### src/rtl/sl_pkg.sv
package sl_pkg;
  typedef enum logic [1:0] {
    OP_NONE   = 2'b00,
    OP_INSERT = 2'b01,
    OP_DELETE = 2'b10,
    OP_INVAL  = 2'b11
  } sl_op_e;
endpackage

### src/rtl/sl_head_table.sv
module sl_head_table #(
  parameter int N_LINES = 4,
  parameter int LW      = 2,
  parameter int PW      = 3
) (
  input  logic          clk,
  input  logic          rst_n,
  input  logic          wr_en,
  input  logic [LW-1:0] wr_line,
  input  logic [PW-1:0] wr_val,
  input  logic [LW-1:0] rd_line_a,
  output logic [PW-1:0] rd_a,
  input  logic [LW-1:0] rd_line_b,
  output logic [PW-1:0] rd_b
);
  localparam logic [PW-1:0] NULLP = {1'b1, {(PW-1){1'b0}}};

  logic [PW-1:0] head_q [N_LINES];

  for (genvar l = 0; l < N_LINES; l++) begin : g_line
    logic hit;
    assign hit = wr_en && (wr_line == LW'(l));
    always_ff @(posedge clk or negedge rst_n) begin
      if (!rst_n)   head_q[l] <= NULLP;
      else if (hit) head_q[l] <= wr_val;
    end
  end

  assign rd_a = head_q[rd_line_a];
  assign rd_b = head_q[rd_line_b];
endmodule

### src/rtl/sl_link_store.sv
module sl_link_store #(
  parameter int N_LINES  = 4,
  parameter int N_CACHES = 4,
  parameter int LW       = 2,
  parameter int CW       = 2,
  parameter int PW       = 3
) (
  input  logic          clk,
  input  logic          rst_n,
  // whole-entry write: both links and membership
  input  logic          ent_en,
  input  logic [LW-1:0] ent_line,
  input  logic [CW-1:0] ent_idx,
  input  logic [PW-1:0] ent_fwd,
  input  logic [PW-1:0] ent_bwd,
  input  logic          ent_mem,
  // forward link write
  input  logic          fw_en,
  input  logic [LW-1:0] fw_line,
  input  logic [CW-1:0] fw_idx,
  input  logic [PW-1:0] fw_val,
  // backward link write
  input  logic          bw_en,
  input  logic [LW-1:0] bw_line,
  input  logic [CW-1:0] bw_idx,
  input  logic [PW-1:0] bw_val,
  // read ports
  input  logic [LW-1:0] ra_line,
  input  logic [CW-1:0] ra_idx,
  output logic [PW-1:0] ra_fwd,
  output logic [PW-1:0] ra_bwd,
  output logic          ra_mem,
  input  logic [LW-1:0] rb_line,
  input  logic [CW-1:0] rb_idx,
  output logic [PW-1:0] rb_fwd,
  output logic [PW-1:0] rb_bwd,
  output logic          rb_mem
);
  localparam logic [PW-1:0] NULLP = {1'b1, {(PW-1){1'b0}}};

  logic [PW-1:0] fwd_q [N_LINES][N_CACHES];
  logic [PW-1:0] bwd_q [N_LINES][N_CACHES];
  logic          mem_q [N_LINES][N_CACHES];

  for (genvar l = 0; l < N_LINES; l++) begin : g_line
    for (genvar c = 0; c < N_CACHES; c++) begin : g_cache
      logic hit_e, hit_f, hit_b;
      assign hit_e = ent_en && (ent_line == LW'(l)) && (ent_idx == CW'(c));
      assign hit_f = fw_en  && (fw_line  == LW'(l)) && (fw_idx  == CW'(c));
      assign hit_b = bw_en  && (bw_line  == LW'(l)) && (bw_idx  == CW'(c));

      always_ff @(posedge clk or negedge rst_n) begin
        if (!rst_n) begin
          fwd_q[l][c] <= NULLP;
          bwd_q[l][c] <= NULLP;
          mem_q[l][c] <= 1'b0;
        end else begin
          if (hit_e)      fwd_q[l][c] <= ent_fwd;
          else if (hit_f) fwd_q[l][c] <= fw_val;
          if (hit_e)      bwd_q[l][c] <= ent_bwd;
          else if (hit_b) bwd_q[l][c] <= bw_val;
          if (hit_e)      mem_q[l][c] <= ent_mem;
        end
      end
    end
  end

  assign ra_fwd = fwd_q[ra_line][ra_idx];
  assign ra_bwd = bwd_q[ra_line][ra_idx];
  assign ra_mem = mem_q[ra_line][ra_idx];
  assign rb_fwd = fwd_q[rb_line][rb_idx];
  assign rb_bwd = bwd_q[rb_line][rb_idx];
  assign rb_mem = mem_q[rb_line][rb_idx];
endmodule

### src/rtl/sl_walker.sv
module sl_walker #(
  parameter int LW = 2,
  parameter int CW = 2,
  parameter int PW = 3
) (
  input  logic          clk,
  input  logic          rst_n,
  input  logic          start,
  input  logic [LW-1:0] start_line,
  input  logic [PW-1:0] start_head,
  input  logic [PW-1:0] nxt_ptr,
  output logic          busy,
  output logic [LW-1:0] line,
  output logic [CW-1:0] cur,
  output logic          finish
);
  logic          busy_q, busy_d;
  logic [LW-1:0] line_q, line_d;
  logic [CW-1:0] cur_q,  cur_d;

  always_comb begin
    busy_d = busy_q;
    line_d = line_q;
    cur_d  = cur_q;
    if (start) begin
      busy_d = 1'b1;
      line_d = start_line;
      cur_d  = start_head[CW-1:0];
    end else if (busy_q) begin
      if (nxt_ptr[PW-1]) busy_d = 1'b0;
      else               cur_d  = nxt_ptr[CW-1:0];
    end
  end

  always_ff @(posedge clk or negedge rst_n) begin
    if (!rst_n) begin
      busy_q <= 1'b0;
      line_q <= '0;
      cur_q  <= '0;
    end else begin
      busy_q <= busy_d;
      line_q <= line_d;
      cur_q  <= cur_d;
    end
  end

  assign busy   = busy_q;
  assign line   = line_q;
  assign cur    = cur_q;
  assign finish = busy_q && nxt_ptr[PW-1];
endmodule

### src/rtl/sl_list_mgr.sv
module sl_list_mgr
  import sl_pkg::*;
#(
  parameter int N_CACHES = 4,
  parameter int N_LINES  = 4,
  localparam int CW = (N_CACHES > 1) ? $clog2(N_CACHES) : 1,
  localparam int LW = (N_LINES  > 1) ? $clog2(N_LINES)  : 1,
  localparam int PW = CW + 1
) (
  input  logic          clk,
  input  logic          rst_n,
  input  logic          op_valid,
  input  logic [1:0]    op_kind,
  input  logic [LW-1:0] op_line,
  input  logic [CW-1:0] op_cache,
  output logic          op_ready,
  output logic          done,
  output logic          visit_valid,
  output logic [CW-1:0] visit_cache,
  input  logic [LW-1:0] q_line,
  input  logic [CW-1:0] q_cache,
  output logic [PW-1:0] q_head,
  output logic [PW-1:0] q_fwd,
  output logic [PW-1:0] q_bwd,
  output logic          q_member
);
  localparam logic [PW-1:0] NULLP = {1'b1, {CW{1'b0}}};

  sl_op_e        kind;
  logic          accept;
  logic          walk_busy, walk_finish, walk_start;
  logic [LW-1:0] walk_line;
  logic [CW-1:0] walk_cur;
  logic [PW-1:0] head_rd;
  logic [LW-1:0] rd_line_a;
  logic [CW-1:0] rd_idx_a;
  logic [PW-1:0] rd_fwd_a, rd_bwd_a;
  logic          rd_mem_a;
  logic          hd_en;
  logic [LW-1:0] hd_line;
  logic [PW-1:0] hd_val;
  logic          ent_en, ent_mem;
  logic [LW-1:0] ent_line;
  logic [CW-1:0] ent_idx;
  logic [PW-1:0] ent_fwd, ent_bwd;
  logic          fw_en, bw_en;
  logic [CW-1:0] fw_idx, bw_idx;
  logic [PW-1:0] fw_val, bw_val;
  logic          done_q, done_d;

  assign kind      = sl_op_e'(op_kind);
  assign accept    = op_valid && !walk_busy && (kind != OP_NONE);
  assign rd_line_a = walk_busy ? walk_line : op_line;
  assign rd_idx_a  = walk_busy ? walk_cur  : op_cache;

  always_comb begin
    walk_start = 1'b0;
    hd_en      = 1'b0;
    hd_line    = op_line;
    hd_val     = NULLP;
    ent_en     = 1'b0;
    ent_line   = rd_line_a;
    ent_idx    = rd_idx_a;
    ent_fwd    = NULLP;
    ent_bwd    = NULLP;
    ent_mem    = 1'b0;
    fw_en      = 1'b0;
    fw_idx     = rd_bwd_a[CW-1:0];
    fw_val     = rd_fwd_a;
    bw_en      = 1'b0;
    bw_idx     = rd_fwd_a[CW-1:0];
    bw_val     = rd_bwd_a;
    done_d     = walk_finish;
    if (walk_busy) begin
      ent_en  = 1'b1;
      hd_line = walk_line;
      hd_en   = walk_finish;
    end else if (accept) begin
      unique case (kind)
        OP_INSERT: begin
          done_d = 1'b1;
          if (!rd_mem_a) begin
            ent_en  = 1'b1;
            ent_fwd = head_rd;
            ent_mem = 1'b1;
            hd_en   = 1'b1;
            hd_val  = {1'b0, op_cache};
            bw_en   = !head_rd[PW-1];
            bw_idx  = head_rd[CW-1:0];
            bw_val  = {1'b0, op_cache};
          end
        end
        OP_DELETE: begin
          done_d = 1'b1;
          if (rd_mem_a) begin
            ent_en = 1'b1;
            hd_en  = rd_bwd_a[PW-1];
            hd_val = rd_fwd_a;
            fw_en  = !rd_bwd_a[PW-1];
            bw_en  = !rd_fwd_a[PW-1];
          end
        end
        OP_INVAL: begin
          walk_start = !head_rd[PW-1];
          done_d     = head_rd[PW-1];
        end
        default: ;
      endcase
    end
  end

  always_ff @(posedge clk or negedge rst_n) begin
    if (!rst_n) done_q <= 1'b0;
    else        done_q <= done_d;
  end

  sl_head_table #(.N_LINES(N_LINES), .LW(LW), .PW(PW)) u_head (
    .clk(clk), .rst_n(rst_n),
    .wr_en(hd_en), .wr_line(hd_line), .wr_val(hd_val),
    .rd_line_a(op_line), .rd_a(head_rd),
    .rd_line_b(q_line),  .rd_b(q_head)
  );

  sl_link_store #(.N_LINES(N_LINES), .N_CACHES(N_CACHES), .LW(LW), .CW(CW), .PW(PW)) u_links (
    .clk(clk), .rst_n(rst_n),
    .ent_en(ent_en), .ent_line(ent_line), .ent_idx(ent_idx),
    .ent_fwd(ent_fwd), .ent_bwd(ent_bwd), .ent_mem(ent_mem),
    .fw_en(fw_en), .fw_line(op_line), .fw_idx(fw_idx), .fw_val(fw_val),
    .bw_en(bw_en), .bw_line(op_line), .bw_idx(bw_idx), .bw_val(bw_val),
    .ra_line(rd_line_a), .ra_idx(rd_idx_a),
    .ra_fwd(rd_fwd_a), .ra_bwd(rd_bwd_a), .ra_mem(rd_mem_a),
    .rb_line(q_line), .rb_idx(q_cache),
    .rb_fwd(q_fwd), .rb_bwd(q_bwd), .rb_mem(q_member)
  );

  sl_walker #(.LW(LW), .CW(CW), .PW(PW)) u_walk (
    .clk(clk), .rst_n(rst_n),
    .start(walk_start), .start_line(op_line), .start_head(head_rd),
    .nxt_ptr(rd_fwd_a),
    .busy(walk_busy), .line(walk_line), .cur(walk_cur), .finish(walk_finish)
  );

  assign op_ready    = !walk_busy;
  assign done        = done_q;
  assign visit_valid = walk_busy;
  assign visit_cache = walk_cur;
endmodule

### config.mk
export PLATFORM = sky130hd
export DESIGN_NAME = sl_list_mgr
export DESIGN_NICKNAME = d
export VERILOG_FILES = /design/src/rtl/sl_pkg.sv /design/src/rtl/sl_head_table.sv /design/src/rtl/sl_link_store.sv /design/src/rtl/sl_walker.sv /design/src/rtl/sl_list_mgr.sv
export SDC_FILE = /design/constraint.sdc
export NUM_CORES = 1
export LEC_CHECK = 0
export BUFFER_PORTS_ARGS = -buffer_cell sky130_fd_sc_hd__buf_2
export CORE_MARGIN = 3
export CORE_UTILIZATION = 52
export CTS_CLUSTER_DIAMETER = 30
export DETAILED_ROUTE_END_ITERATION = 10
export GPL_TIMING_DRIVEN = 1
export PLACE_DENSITY = 0.65
export SLEW_MARGIN = 25
export SYNTH_ARGS = -nofsm -noshare
export SYNTH_HDL_FRONTEND = slang
export SYNTH_HIERARCHICAL = 1
export SYNTH_SLANG_ARGS = --single-unit
### constraint.sdc
create_clock -name clk -period 6.42 [get_ports clk]
set_input_delay 0.963 -clock clk [delete_from_list [all_inputs] [get_ports clk]]
set_output_delay 0.963 -clock clk [all_outputs]
set_load 0.01 [all_outputs]
==> out/qor.txt <==
Clock Path Buffers -> 2
Hold Buf Count CTS -> 0
Pin count of the biggest net entering global routing -> 84
Post-CTS Setup Bufs -> 0
CP arrival -> 5.19 ns
Post-route clock period utilization -> 76.2%
Mean Syn Cell Area -> 9.82 um^2
Status -> finished clean
Total GRT Usage -> 32.2%
Vias in the first global route -> 8009
Post-Syn Area -> 8750 um^2
Complex-gate fraction of the synthesized area -> 15.8%
Overflow after GRT -> 0
Final TNS setup -> 0 ns
Row count -> 46
Reg clk slew, reported paths -> 0.06 ns
Initial Util -> 54.1%
RSZ-0062 raised after global routing -> false
Max-capacitance violation count -> 0
Post-DR wirelength/cell -> 27.3 um
1st-iter DRT viols -> 1219
Die Wd -> 136 um
WP data required -> 6.72 ns
Final GP Congestion -> 0.920
Post-cts sizing count -> 0
Global-route wire length before repair -> 45.2 mm
Element type at the critical path start -> input pin
Synth async-reset ratio -> 100%
XOR/XNOR Fraction of Synth Area -> 0%
CTS tree -> yes
Drt pass-1 iters -> 5
Via count -> 8051
Worst IR drop on VDD -> 251 uV
Post-DP HPWL -> 18.9 mm
Fill count -> 1318
Area of the multi-input gates -> 4980 um^2
Skew final -> 0.0117 ns
CTS Buf Count -> 17
Most common cell after layout, fill and taps aside -> nand3_1
Vias/cell -> 7.53
WL final -> 29.2 mm
CP max FO -> 28
Critical Setup Path Class -> in2reg
Power density cells -> 475 nW/um^2
Number of synthesized flops with an enable pin -> 0
Register Area -> 3300 um^2
Final ANT Viol Nets -> 0
Area grow syn2layout -> 8.20%
CP endpoint kind -> register
Fmax -> 205 MHz
Mux share of post-synthesis cell area -> 21.2%
Clock Sinks -> 130
Main combinational cell family by area after synthesis -> multiplexers
Synth Area in Simple Gates -> 19.0%
Yosys reg bits -> 130
Die area -> 18400 um^2
Worst-Margin Slew -> 1.03 ns
Worst skew pair latency -> 0.43 ns
Final setup viols -> 0
Max Slew Vio Count -> 0
Antenna cells -> 0
Most frequent cells in the layout -> nand3_1 (102), o21ai_0 (99), a31oi_1 (97), nor3_1 (97), dfrtp_1 (94)
Seq/Total Area, Yosys -> 37.7%
Nets -> 858
Synth Area in Adders -> 0.715%
Leak -> 3.46 nW
Die H -> 136 um
Core region area -> 16200 um^2
Fin crit period -> 4.89 ns
Share of layout cells above drive strength 1 -> 24.9%
Yosys warning count -> 6
Yosys cell types -> 43
Clock root cell -> clkbuf_16
PortBufs -> 27
Remaining DRCs -> 0
# H-tree levels -> 4
Slew headroom -> 31.3%
Fin util -> 58.6%
Synth Instances -> 891
Min-Delay Path Class -> reg2reg
IO Pins -> 28
Initial antenna violation count -> 0
Ys flop type -> dfrtp_1
Fin. Hold Viols -> 0
Yosys cell counts (3+ instances only):
cell type	n	share of area, %
nor2_1	4	0.17
mux4_2	60	15
or3b_2	4	0.40
mux2_4	6	1.0
and3b_1	4	0.40
a31oi_1	97	6.9
inv_1	6	0.26
dfrtp_1	94	27
mux2_1	14	1.8
a21oi_1	5	0.29
nor2b_1	8	0.57
or2_2	3	0.21
dfstp_2	36	11
mux2_2	18	2.3
nand2b_1	9	0.64
nand2_1	22	0.94
and2_1	7	0.50
ha_1	5	0.71
buf_2	10	0.57
or2_1	17	1.2
nor3_1	97	5.5
buf_1	14	0.60
o21ai_0	99	5.7
nor3b_1	4	0.34
nand3b_1	11	0.94
a22oi_1	28	2.4
clkbuf_1	83	3.6
nand3_1	102	5.8
final timing paths:
check | slack (ns) | start | cells past startpoint | to
max in group asynchronous | 4.62 | rst_n | 2 | u_links/fwd_q[27]
worst min-delay path | 0.52 | u_walk/line[1] | 1 | u_walk/line[1]
min in group asynchronous | 0.57 | rst_n | 1 | u_links/bwd_q[33]
worst min register to register | 0.52 | u_walk/line[1] | 1 | u_walk/line[1]
worst max register to register | 1.77 | u_walk/busy | 10 | u_links/mem_q[12]
worst max-delay path | 1.53 | op_line[0] | 11 | u_links/mem_q[12]
per-layer routing:
metal,GRT usage (%),routed length [um],vias to the layer above
li1,-,-,3303
met3,9.99,3540,96
met5,0,0,-
met1,42.0,11000,4015
met2,50.2,13700,637
met4,13.5,965,0
state kept, by name (all words and copies together), names as in the netlist:
signal         count
done               1
u_head/head_q     12
u_links/bwd_q     48
u_links/fwd_q     48
u_links/mem_q     16
u_walk/busy        1
u_walk/cur         2
u_walk/line        2
worst max-delay path: stages:
cell	delay (ns)
buf_2	0.32
mux2_2	0.37
mux4_2	0.53
a22oi_1	0.24
nand2_1	0.29
and2b_2	0.36
a21oi_1	0.05
o21ai_0	0.36
or3b_1	0.81
or2_1	0.51
mux2_1	0.36
power by group:
part / switching [W] / leakage (nW) / internal, W
Sequential: 0.000308 / 1.57 / 0.00126
Clock: 0.000400 / 0.311 / 0.000666
Combinational: 0.00107 / 1.58 / 0.000798
stage by stage:
| step | hold slack, ns | power (W) | area (um^2) | std cells | worst slack [ns] |
|---|---|---|---|---|---|
| after floorplan | 0.476 | 0.00278 | 8760 | 892 | 2.00 |
| after global placement | 0.487 | 0.00329 | 8820 | 1037 | 1.38 |
| after detailed placement | 0.497 | 0.00335 | 8820 | 1037 | 1.21 |
| after CTS | 0.517 | 0.00443 | 9460 | 1069 | 1.66 |
| after global routing | 0.532 | 0.00467 | 9470 | 1069 | 1.36 |
| final | 0.515 | 0.00450 | 9470 | 1069 | 1.53 |
logic make-up after synthesis:
family	Yosys count
compound gates	232
fa+ha+maj	5
buf+inv	119
flops	130
mux	100
other cells	2
simple gates	303
cell type report:
type	instances	area share, %
multi-input cells	643	52.6
clock inverters	14	2.14
repair buffers	42	2.68
flip-flops and latches	130	34.8
clock buffers	18	4.64
well taps	216	2.85
inverters	6	0.238
(Power assumes the default switching activity.)
